--- config.mk ---
export PLATFORM = sky130hd
export DESIGN_NAME = fsk_byte_framer
export DESIGN_NICKNAME = d
export VERILOG_FILES = /design/src/rtl/fbf_pkg.sv /design/src/rtl/fbf_tick_gen.sv /design/src/rtl/fbf_line_sampler.sv /design/src/rtl/fbf_frame_rx.sv /design/src/rtl/fbf_preamble_trk.sv /design/src/rtl/fsk_byte_framer.sv
export SDC_FILE = /design/constraint.sdc
export NUM_CORES = 1
export LEC_CHECK = 0
export BUFFER_PORTS_ARGS = -buffer_cell sky130_fd_sc_hd__buf_2
export CAP_MARGIN = 20
export CORE_ASPECT_RATIO = 0.6
export CORE_MARGIN = 8
export CORE_UTILIZATION = 30
export CTS_CLUSTER_DIAMETER = 200
export DETAILED_ROUTE_END_ITERATION = 6
export PLACE_DENSITY = 0.53
export SYNTH_ARGS = -nofsm -noshare
export SYNTH_HDL_FRONTEND = slang
export SYNTH_HIERARCHICAL = 1
export SYNTH_SLANG_ARGS = --single-unit
--- constraint.sdc ---
create_clock -name clk -period 2.3 [get_ports clk]
set_clock_uncertainty 0.2 [all_clocks]
set_input_delay 0.575 -clock clk [delete_from_list [all_inputs] [get_ports clk]]
set_output_delay 0.575 -clock clk [all_outputs]
set_load 0.02 [all_outputs]
--- src/rtl/fbf_pkg.sv ---
package fbf_pkg;

    localparam int unsigned WORD_BITS  = 8;
    localparam int unsigned OVERSAMPLE = 16;
    localparam int unsigned MID_TICK   = OVERSAMPLE / 2;
    localparam int unsigned PHASE_W    = $clog2(OVERSAMPLE);
    localparam int unsigned IDX_W      = $clog2(WORD_BITS);

    typedef logic [WORD_BITS-1:0] word_t;
    typedef logic [PHASE_W-1:0]   phase_t;
    typedef logic [IDX_W-1:0]     idx_t;

    typedef enum logic [1:0] {
        FR_IDLE,
        FR_START,
        FR_DATA,
        FR_STOP
    } fr_state_e;

    // Per-clock view of the sampled line
    typedef struct packed {
        logic tick;    // oversample strobe
        logic level;   // synchronised line level
        logic fall;    // mark-to-space transition seen on this tick
        logic centre;  // estimated bit centre on this tick
    } line_ev_t;

    typedef struct packed {
        logic  valid;
        word_t data;
    } frame_t;

    localparam phase_t PHASE_LAST = phase_t'(OVERSAMPLE - 1);
    localparam phase_t PHASE_MID  = phase_t'(MID_TICK - 1);

    function automatic word_t shift_in_msb(input word_t cur, input logic b);
        return {b, cur[WORD_BITS-1:1]};
    endfunction

endpackage

--- src/rtl/fbf_tick_gen.sv ---
module fbf_tick_gen #(
    parameter int unsigned TICK_DIV = 187
) (
    input  logic clk,
    input  logic clr,
    output logic tick_o
);
    localparam int unsigned CW = (TICK_DIV > 2) ? $clog2(TICK_DIV) : 1;
    localparam logic [CW-1:0] LAST = CW'(TICK_DIV - 1);

    logic [CW-1:0] cnt_q;

    assign tick_o = (cnt_q == LAST);

    always_ff @(posedge clk) begin
        if (clr || tick_o) cnt_q <= '0;
        else               cnt_q <= cnt_q + 1'b1;
    end

    assert_tick_spacing_R2: assert property (@(posedge clk) disable iff (clr)
        tick_o |=> !tick_o)
        else $error("oversample strobe on consecutive cycles");

endmodule

--- src/rtl/fbf_line_sampler.sv ---
module fbf_line_sampler
    import fbf_pkg::*;
#(
    parameter int unsigned SYNC_STAGES = 2
) (
    input  logic     clk,
    input  logic     clr,
    input  logic     tick_i,
    input  logic     rx_i,
    output line_ev_t ev_o
);
    logic [SYNC_STAGES-1:0] sync_q;

    genvar g;
    generate
        for (g = 0; g < SYNC_STAGES; g++) begin : g_sync
            if (g == 0) begin : g_first
                always_ff @(posedge clk) begin
                    if (clr) sync_q[0] <= 1'b1;
                    else     sync_q[0] <= rx_i;
                end
            end else begin : g_next
                always_ff @(posedge clk) begin
                    if (clr) sync_q[g] <= 1'b1;
                    else     sync_q[g] <= sync_q[g-1];
                end
            end
        end
    endgenerate

    logic   level;
    logic   line_q;
    phase_t ph_q;
    logic   edge_seen;

    assign level     = sync_q[SYNC_STAGES-1];
    assign edge_seen = tick_i && (line_q != level);

    always_ff @(posedge clk) begin
        if (clr) begin
            line_q <= 1'b1;
            ph_q   <= '0;
        end else if (tick_i) begin
            line_q <= level;
            ph_q   <= edge_seen ? '0 : ph_q + 1'b1;
        end
    end

    always_comb begin
        ev_o.tick   = tick_i;
        ev_o.level  = level;
        ev_o.fall   = tick_i && line_q && !level;
        ev_o.centre = tick_i && !edge_seen && (ph_q == PHASE_MID);
    end

endmodule

--- src/rtl/fbf_frame_rx.sv ---
module fbf_frame_rx
    import fbf_pkg::*;
(
    input  logic     clk,
    input  logic     clr,
    input  line_ev_t ev_i,
    output frame_t   fr_o
);
    fr_state_e state_q;
    phase_t    cnt_q;
    idx_t      idx_q;
    word_t     sr_q;
    logic      valid_q;

    always_ff @(posedge clk) begin
        if (clr) begin
            state_q <= FR_IDLE;
            cnt_q   <= '0;
            idx_q   <= '0;
            sr_q    <= '0;
            valid_q <= 1'b0;
        end else begin
            valid_q <= 1'b0;
            unique case (state_q)
                FR_IDLE: begin
                    if (ev_i.fall) begin
                        state_q <= FR_START;
                        cnt_q   <= '0;
                    end
                end
                FR_START: begin
                    if (ev_i.tick) begin
                        if (cnt_q == PHASE_MID) begin
                            state_q <= ev_i.level ? FR_IDLE : FR_DATA;
                            cnt_q   <= '0;
                            idx_q   <= '0;
                        end else begin
                            cnt_q <= cnt_q + 1'b1;
                        end
                    end
                end
                FR_DATA: begin
                    if (ev_i.tick) begin
                        if (cnt_q == PHASE_LAST) begin
                            sr_q  <= shift_in_msb(sr_q, ev_i.level);
                            cnt_q <= '0;
                            idx_q <= idx_q + 1'b1;
                            if (idx_q == idx_t'(WORD_BITS - 1)) state_q <= FR_STOP;
                        end else begin
                            cnt_q <= cnt_q + 1'b1;
                        end
                    end
                end
                FR_STOP: begin
                    if (ev_i.tick) begin
                        if (cnt_q == PHASE_LAST) begin
                            valid_q <= ev_i.level;
                            state_q <= FR_IDLE;
                            cnt_q   <= '0;
                        end else begin
                            cnt_q <= cnt_q + 1'b1;
                        end
                    end
                end
                default: state_q <= FR_IDLE;
            endcase
        end
    end

    assign fr_o.valid = valid_q;
    assign fr_o.data  = sr_q;

    assert_valid_pulse_R2: assert property (@(posedge clk) disable iff (clr)
        fr_o.valid |=> !fr_o.valid)
        else $error("frame valid longer than one cycle");

    assert_start_low_R4: assert property (@(posedge clk) disable iff (clr)
        (state_q == FR_DATA && $past(state_q) == FR_START) |-> !$past(ev_i.level))
        else $error("data phase entered without a low mid-start sample");

    assert_valid_after_stop_R3: assert property (@(posedge clk) disable iff (clr)
        fr_o.valid |-> ($past(state_q) == FR_STOP && $past(ev_i.tick)))
        else $error("frame valid without a stop sample");

endmodule

--- src/rtl/fbf_preamble_trk.sv ---
module fbf_preamble_trk
    import fbf_pkg::*;
#(
    parameter int unsigned SEIZE_BITS = 8,
    parameter int unsigned MARK_BITS  = 10
) (
    input  logic     clk,
    input  logic     clr,
    input  line_ev_t ev_i,
    output logic     bom_o
);
    localparam int unsigned AW = $clog2(SEIZE_BITS + 1);
    localparam int unsigned MW = $clog2(MARK_BITS + 1);
    localparam logic [AW-1:0] ALT_LAST  = AW'(SEIZE_BITS - 1);
    localparam logic [MW-1:0] MARK_LAST = MW'(MARK_BITS - 1);

    logic [AW-1:0] alt_q;
    logic [MW-1:0] mark_q;
    logic          last_q;
    logic          seize_q;
    logic          bom_q;

    always_ff @(posedge clk) begin
        if (clr) begin
            alt_q   <= '0;
            mark_q  <= '0;
            last_q  <= 1'b1;
            seize_q <= 1'b0;
            bom_q   <= 1'b0;
        end else if (ev_i.centre) begin
            last_q <= ev_i.level;
            // alternation run
            if (ev_i.level != last_q) begin
                if (alt_q >= ALT_LAST) seize_q <= 1'b1;
                if (alt_q < AW'(SEIZE_BITS)) alt_q <= alt_q + 1'b1;
            end else begin
                alt_q <= '0;
            end
            // mark run
            if (ev_i.level) begin
                if (seize_q && mark_q >= MARK_LAST) bom_q <= 1'b1;
                if (mark_q < MW'(MARK_BITS)) mark_q <= mark_q + 1'b1;
            end else begin
                mark_q <= '0;
            end
        end
    end

    assign bom_o = bom_q;

    assert_bom_cause_R6: assert property (@(posedge clk) disable iff (clr)
        $rose(bom_o) |-> $past(ev_i.centre && ev_i.level && seize_q))
        else $error("begin-of-mark set outside a mark centre after seizure");

    assert_bom_sticky_R7: assert property (@(posedge clk) disable iff (clr)
        bom_o |=> bom_o)
        else $error("begin-of-mark dropped while enabled");

endmodule

--- src/rtl/fsk_byte_framer.sv ---
module fsk_byte_framer
    import fbf_pkg::*;
#(
    parameter int unsigned TICK_DIV    = 187,
    parameter int unsigned SYNC_STAGES = 2,
    parameter int unsigned SEIZE_BITS  = 8,
    parameter int unsigned MARK_BITS   = 10
) (
    input  logic                 clk,
    input  logic                 rst,
    input  logic                 rx_en,
    input  logic                 bom_mask_en,
    input  logic                 rx_bit,
    output logic [WORD_BITS-1:0] data_o,
    output logic                 byte_irq_o,
    output logic                 bom_o
);
    logic     clr;
    logic     tick;
    line_ev_t ev;
    frame_t   fr;
    logic     bom;
    logic     deliver;
    word_t    data_q;
    logic     irq_q;

    assign clr = rst || !rx_en;

    fbf_tick_gen #(.TICK_DIV(TICK_DIV)) u_tick (
        .clk    (clk),
        .clr    (clr),
        .tick_o (tick)
    );

    fbf_line_sampler #(.SYNC_STAGES(SYNC_STAGES)) u_line (
        .clk    (clk),
        .clr    (clr),
        .tick_i (tick),
        .rx_i   (rx_bit),
        .ev_o   (ev)
    );

    fbf_frame_rx u_frame (
        .clk  (clk),
        .clr  (clr),
        .ev_i (ev),
        .fr_o (fr)
    );

    fbf_preamble_trk #(
        .SEIZE_BITS (SEIZE_BITS),
        .MARK_BITS  (MARK_BITS)
    ) u_pre (
        .clk   (clk),
        .clr   (clr),
        .ev_i  (ev),
        .bom_o (bom)
    );

    assign deliver = fr.valid && (!bom_mask_en || bom);

    always_ff @(posedge clk) begin
        if (rst) begin
            data_q <= '0;
            irq_q  <= 1'b0;
        end else begin
            irq_q <= deliver && rx_en;
            if (deliver && rx_en) data_q <= fr.data;
        end
    end

    assign data_o     = data_q;
    assign byte_irq_o = irq_q;
    assign bom_o      = bom;

    assert_idle_quiet_R1: assert property (@(posedge clk) disable iff (rst)
        !rx_en |=> !byte_irq_o)
        else $error("byte interrupt after the receiver was disabled");

    assert_disable_clears_R7: assert property (@(posedge clk) disable iff (rst)
        !rx_en |=> !bom_o)
        else $error("begin-of-mark still set after disable");

    assert_mask_gate_R8: assert property (@(posedge clk) disable iff (rst)
        (fr.valid && bom_mask_en && !bom_o) |=> !byte_irq_o)
        else $error("byte delivered before begin-of-mark with mask on");

    assert_data_hold_R2: assert property (@(posedge clk) disable iff (rst)
        !byte_irq_o |-> $stable(data_o) || $past(rst))
        else $error("data register changed without an interrupt");

endmodule

### After elaboration in Yosys (flattened, before gate mapping)

Cells that the tools add are included.
Widths: inputs -> output; s select.

* reductions and logical operators: 27
* magnitude comparators: 4
* equality and inequality tests: 21
* bitwise gates (word level): 3
* multiplexer cells: 26
* add/subtract/negate cells: 6

Operator list (number)
* $mux 4: 10
* $mux 2: 9
* $add 4x1->4 const B: 4
* $mux 3: 4
* $ne 2x1->1 const B: 6
* $pmux 4 s3: 1
* $reduce_and 3->1: 4
* $ne 2x2->1 const B: 5
* $add 8x1->8 const B: 1
* $eq 4x3->1 const B: 2
* $eq 8x8->1 const B: 1
* $logic_and 1x1->1: 8
* $lt 4x4->1 const B: 2
* $pmux 2 s4: 1
* $reduce_and 8->1: 1
* $pmux 3 s2: 1
* $reduce_and 5->1: 1
* $eq 2x2->1 const B: 2
* $eq 4x4->1 const B: 1
* $ge 4x3->1 const B: 1
* $ge 4x4->1 const B: 1
* $logic_not 1->1: 4
* $reduce_and 2->1: 2
* $reduce_or 4->1: 1
* 9 further kinds: 14

* logic and storage cells: 104
* register bits after elaboration: 53
* output and inout bits: 10
* input bits: 5

### Logic depth before layout (Yosys ltp)

* depth in word-level cells: 6
* gate-level depth with buffers: 10
* mapped depth without buffers: 9

### By module

The synthesis kept the hierarchy.

Modules (own cells, without submodules)
* fbf_frame_rx: cells an instance 95, area each 880.8 µm², sequential area each 360.3 µm², instances 1
* fbf_preamble_trk: cells an instance 60, area each 573.0 µm², sequential area each 220.2 µm², instances 1
* fsk_byte_framer: cells an instance 39, area each 404.1 µm², sequential area each 180.2 µm², instances 1
* fbf_tick_gen: cells an instance 40, area each 362.8 µm², sequential area each 160.2 µm², instances 1
* fbf_line_sampler: cells an instance 35, area each 334.1 µm², sequential area each 140.1 µm², instances 1

### Least setup slack after synthesis

Ideal clock, no wire load.

* kind: flip-flop to flip-flop
* start: reg u_tick.cnt_q[0]
* end: reg u_pre.alt_q[0]
* required time: 2.014 ns
* stages on the path, launching flop included: 11
* buffers on the path: 1
* arrival: 2.004 ns
* clock period less this slack: 2.290 ns
* path slack: 0.010 ns
* library setup time: 0.086 ns
* cells stage by stage: dfxtp_1 > inv_1 > ha_1 > nand4bb_1 > nor2_1 > buf_2 > nand3b_1 > nor2_1 > inv_2 > or3_1 > a221oi_2

RTL lines
* from (decl): RTL line fbf_tick_gen.sv:11 `logic [CW-1:0] cnt_q;`
* from (signal assigned): RTL line fbf_tick_gen.sv:17 `else cnt_q <= cnt_q + 1'b1;`
* to (signal assigned): RTL line fbf_preamble_trk.sv:35 `if (alt_q < AW'(SEIZE_BITS)) alt_q <= alt_q + 1'b1;`
* to (decl): RTL line fbf_preamble_trk.sv:17 `logic [AW-1:0] alt_q;`

==> metrics.txt <==
largest net degree at the start of global routing=18; fraction of layout cells with a size suffix above 1=19.6%; CTS Buffer Depth=2; die height=87.5 um; Hold WC Path Type=flip-flop to flip-flop; layout overhead on the synthesized area=15.0%; Final HPWL DP=3580 um; Post-Syn Area=0.00255 mm^2; RSZ-0062 raised after global routing=true; Die W=135 um; Pleak=1.03 nW; Power Total=1.72 mW; root buffer selected by CTS=clkbuf_16; total core area=0.00839 mm^2; Synth Net Count=284; crit-path cells=inv_1, ha_1, nand4bb_1, nor2_2, buf_4, and3b_1, a22oi_1, or4_1, o21ai_1; Setup Buffers After CTS=0; Port Buffers=14; PwrDens=586 mW/mm^2; Worst Path Max Fanout=16; Die Area=~0.012 mm^2; total number of vias=1908; GPL Wtd Cong=0.735; CP max stage delay=0.40 ns; synthesized flop and latch total=53; final worst path period share=a little over 90%; worst skew pair latency=0.29 ns; FP Rows=26; Worst EP required=2.33 ns; f_max=0.465 GHz; status=finished clean; I/O pin count=15; # DRC=0; Worst-path clk slew=0.07 ns; number of buffers created by CTS=5; top-area cell type share of the netlist area=41.5%; hold worst-path end=u_line/level; Post-Route WL=4900 um; Slew @ Worst Pin=0.508 ns; CP endpoint kind=flip-flop; worst relative slew slack=66.2%; dominant cell type by area after synthesis=dfxtp_1; via-per-instance ratio=~4.7; Synth area leaders=dfxtp_1 (42%), mux2i_1 (8.2%), nand2b_1 (5.6%); setup_tns=0 ns; worst-path cell with the longest stage delay=or4_1; min cycle time layout=2.15 ns; drt wl/cell=approximately 12 um; # fillers=855; Worst IR Drop VDD=0.000257 V; number of global-route vias before repair=1722; Post-layout nets=about 300; DR iter-0 viols=slightly above 90; RR Startpoint=u_tick/cnt_q[0]; initial core utilization=30.4%; startpoint types=flip-flop; Yosys warning count=6; router iterations before antenna repair=4; asr flop ratio synth=0%; Seq/Total Area, Yosys=41.5%; Finish-stage setup viols=0; CTS tree=yes; number of diodes=0; worst r2r dst=u_frame/state_q[0]; H-Tree Depth=2; Slew Limit Fails=0; R2R depth=9; initial antenna violation count=0; Worst Path Arrival=~2.2 ns; GRT Overall Usage=8.62%; R2R Setup Slk=0.15 ns; Mapped Avg Cell Area=9.50 um^2; Mapped Cells=~270; Final ANT Viol Nets=0; Max Cap Viol=0; Setup CP Type=flip-flop to flip-flop; Post-synth EDFFs=0; clk sinks=between 50 and 60; Final Hold Fails=0; first-pass GRT wire length=8190 um; Cells on Worst Hold Path=1; Hold Crit Start=u_line/sync_q[0]; Top FF cell, synth=dfxtp_1; grt total ovfl=0; post-synth cell types=59
## power breakdown
group          total, mW  internal, mW  leakage (nW)  switching [mW]
sequential         0.921         0.920         0.428         0.00164
clock              0.755         0.406        0.0702           0.349
combinational     0.0460        0.0197         0.529          0.0264
total               1.72          1.35          1.03           0.377
## per-stage QoR
step	util (%)	worst slack (ns)	hold WS, ns	area, um^2	cells
floorplan	-	0.00987	0.189	2550	269
global placement	33.1	0.171	0.201	2780	395
detailed placement	33.1	0.130	0.195	2780	395
CTS	34.9	0.109	0.211	2930	403
global route	35.0	-0.00551	0.237	2940	403
finish	35.0	0.151	0.210	2940	403
## cells in the mapped netlist (3+ instances only)
| cell | instances |
|---|---|
| nor2b_1 | 5 |
| nand2_2 | 3 |
| dfxtp_1 | 53 |
| or2_2 | 3 |
| nand3b_1 | 3 |
| clkbuf_1 | 4 |
| mux2i_1 | 21 |
| nand3_1 | 7 |
| a31oi_1 | 3 |
| nand2_1 | 8 |
| a21oi_1 | 12 |
| nor2_1 | 30 |
| buf_4 | 4 |
| nand4_1 | 4 |
| o21ai_1 | 3 |
| inv_1 | 8 |
| or3_1 | 4 |
| nand2b_1 | 23 |
| ha_1 | 10 |
| nor3_1 | 3 |
| o21ai_0 | 5 |
## how the worst max path moves through the flow
| stage | cells after the start | startpoint | slack, ns | endpoint |
|---|---|---|---|---|
| finish | 9 | u_tick/cnt_q[0] | 0.15 | u_frame/state_q[0] |
| global route | 9 | u_tick/cnt_q[0] | -0.006 | u_pre/alt_q[0] |
| CTS | 8 | u_tick/cnt_q[1] | 0.11 | u_pre/alt_q[0] |
| detailed placement | 8 | u_tick/cnt_q[1] | 0.13 | u_pre/alt_q[0] |
| global placement | 9 | u_tick/cnt_q[1] | 0.17 | u_frame/sr_q[6] |
| floorplan | 10 | u_tick/cnt_q[0] | 0.01 | u_pre/alt_q[0] |
## cell type report
cell class / instances / area, um^2 / area share [%]
multi-input combinational: 196 / 1400 / 47.8
sequential: 53 / 1060 / 36.1
timing repair buffer: 25 / 153 / 5.19
tap: 112 / 140 / 4.77
clock buffer: 5 / 125 / 4.26
inverter: 9 / 33.8 / 1.15
clock inverter: 3 / 21.3 / 0.724
## sequential cells by signal, indices dropped and copies added, names as in the netlist, 3 cells and up, named ones only
register / cells
u_pre/alt_q: 4
u_frame/idx_q: 3
u_pre/mark_q: 4
u_frame/sr_q: 8
u_tick/cnt_q: 8
u_frame/cnt_q: 4
u_line/ph_q: 4
data_o: 8
## placed cells by master, fill, tap and decap left out, drive strengths merged, types with 8 or more instances in the layout
cell / n
buf: 25
nand2b: 23
ha: 10
mux2i: 21
o21ai: 8
nand2: 11
a21oi: 14
nor2: 30
dfxtp: 53
nand3: 8
inv: 10
## cells by family after synthesis
group,synth area share (%)
AOI/OAI and AO/OA,13.9
muxes,8.23
DFF,41.5
adders and majority gates,4.90
buffers and inverters,3.92
xor gates and xnor gates,2.30
and+or+nand+nor,25.2
## critical path: cells and delay by family, from the launching register on
family / cells / cell delay [ns]
simple gates: 4 / 0.97
flops: 1 / 0.32
buf+inv: 2 / 0.26
compound gates: 2 / 0.19
fa+ha+maj: 1 / 0.14
## repair_timing
action / CTS / global route
hold buffers: 0 / 0
setup endpoints to repair: 0 / 10
gates resized for setup: 0 / 4
## metal layers
layer,wire length [um],GRT usage (%),share of wire (%),vias up
met2,1790,11.1,36,29
met4,21,3.01,0.43,0
met5,0,0,0,-
met3,246,2.82,5.0,3
met1,2840,12.6,58,876
li1,-,-,-,1000
No activity file was read; power rests on OpenSTA's default activity.
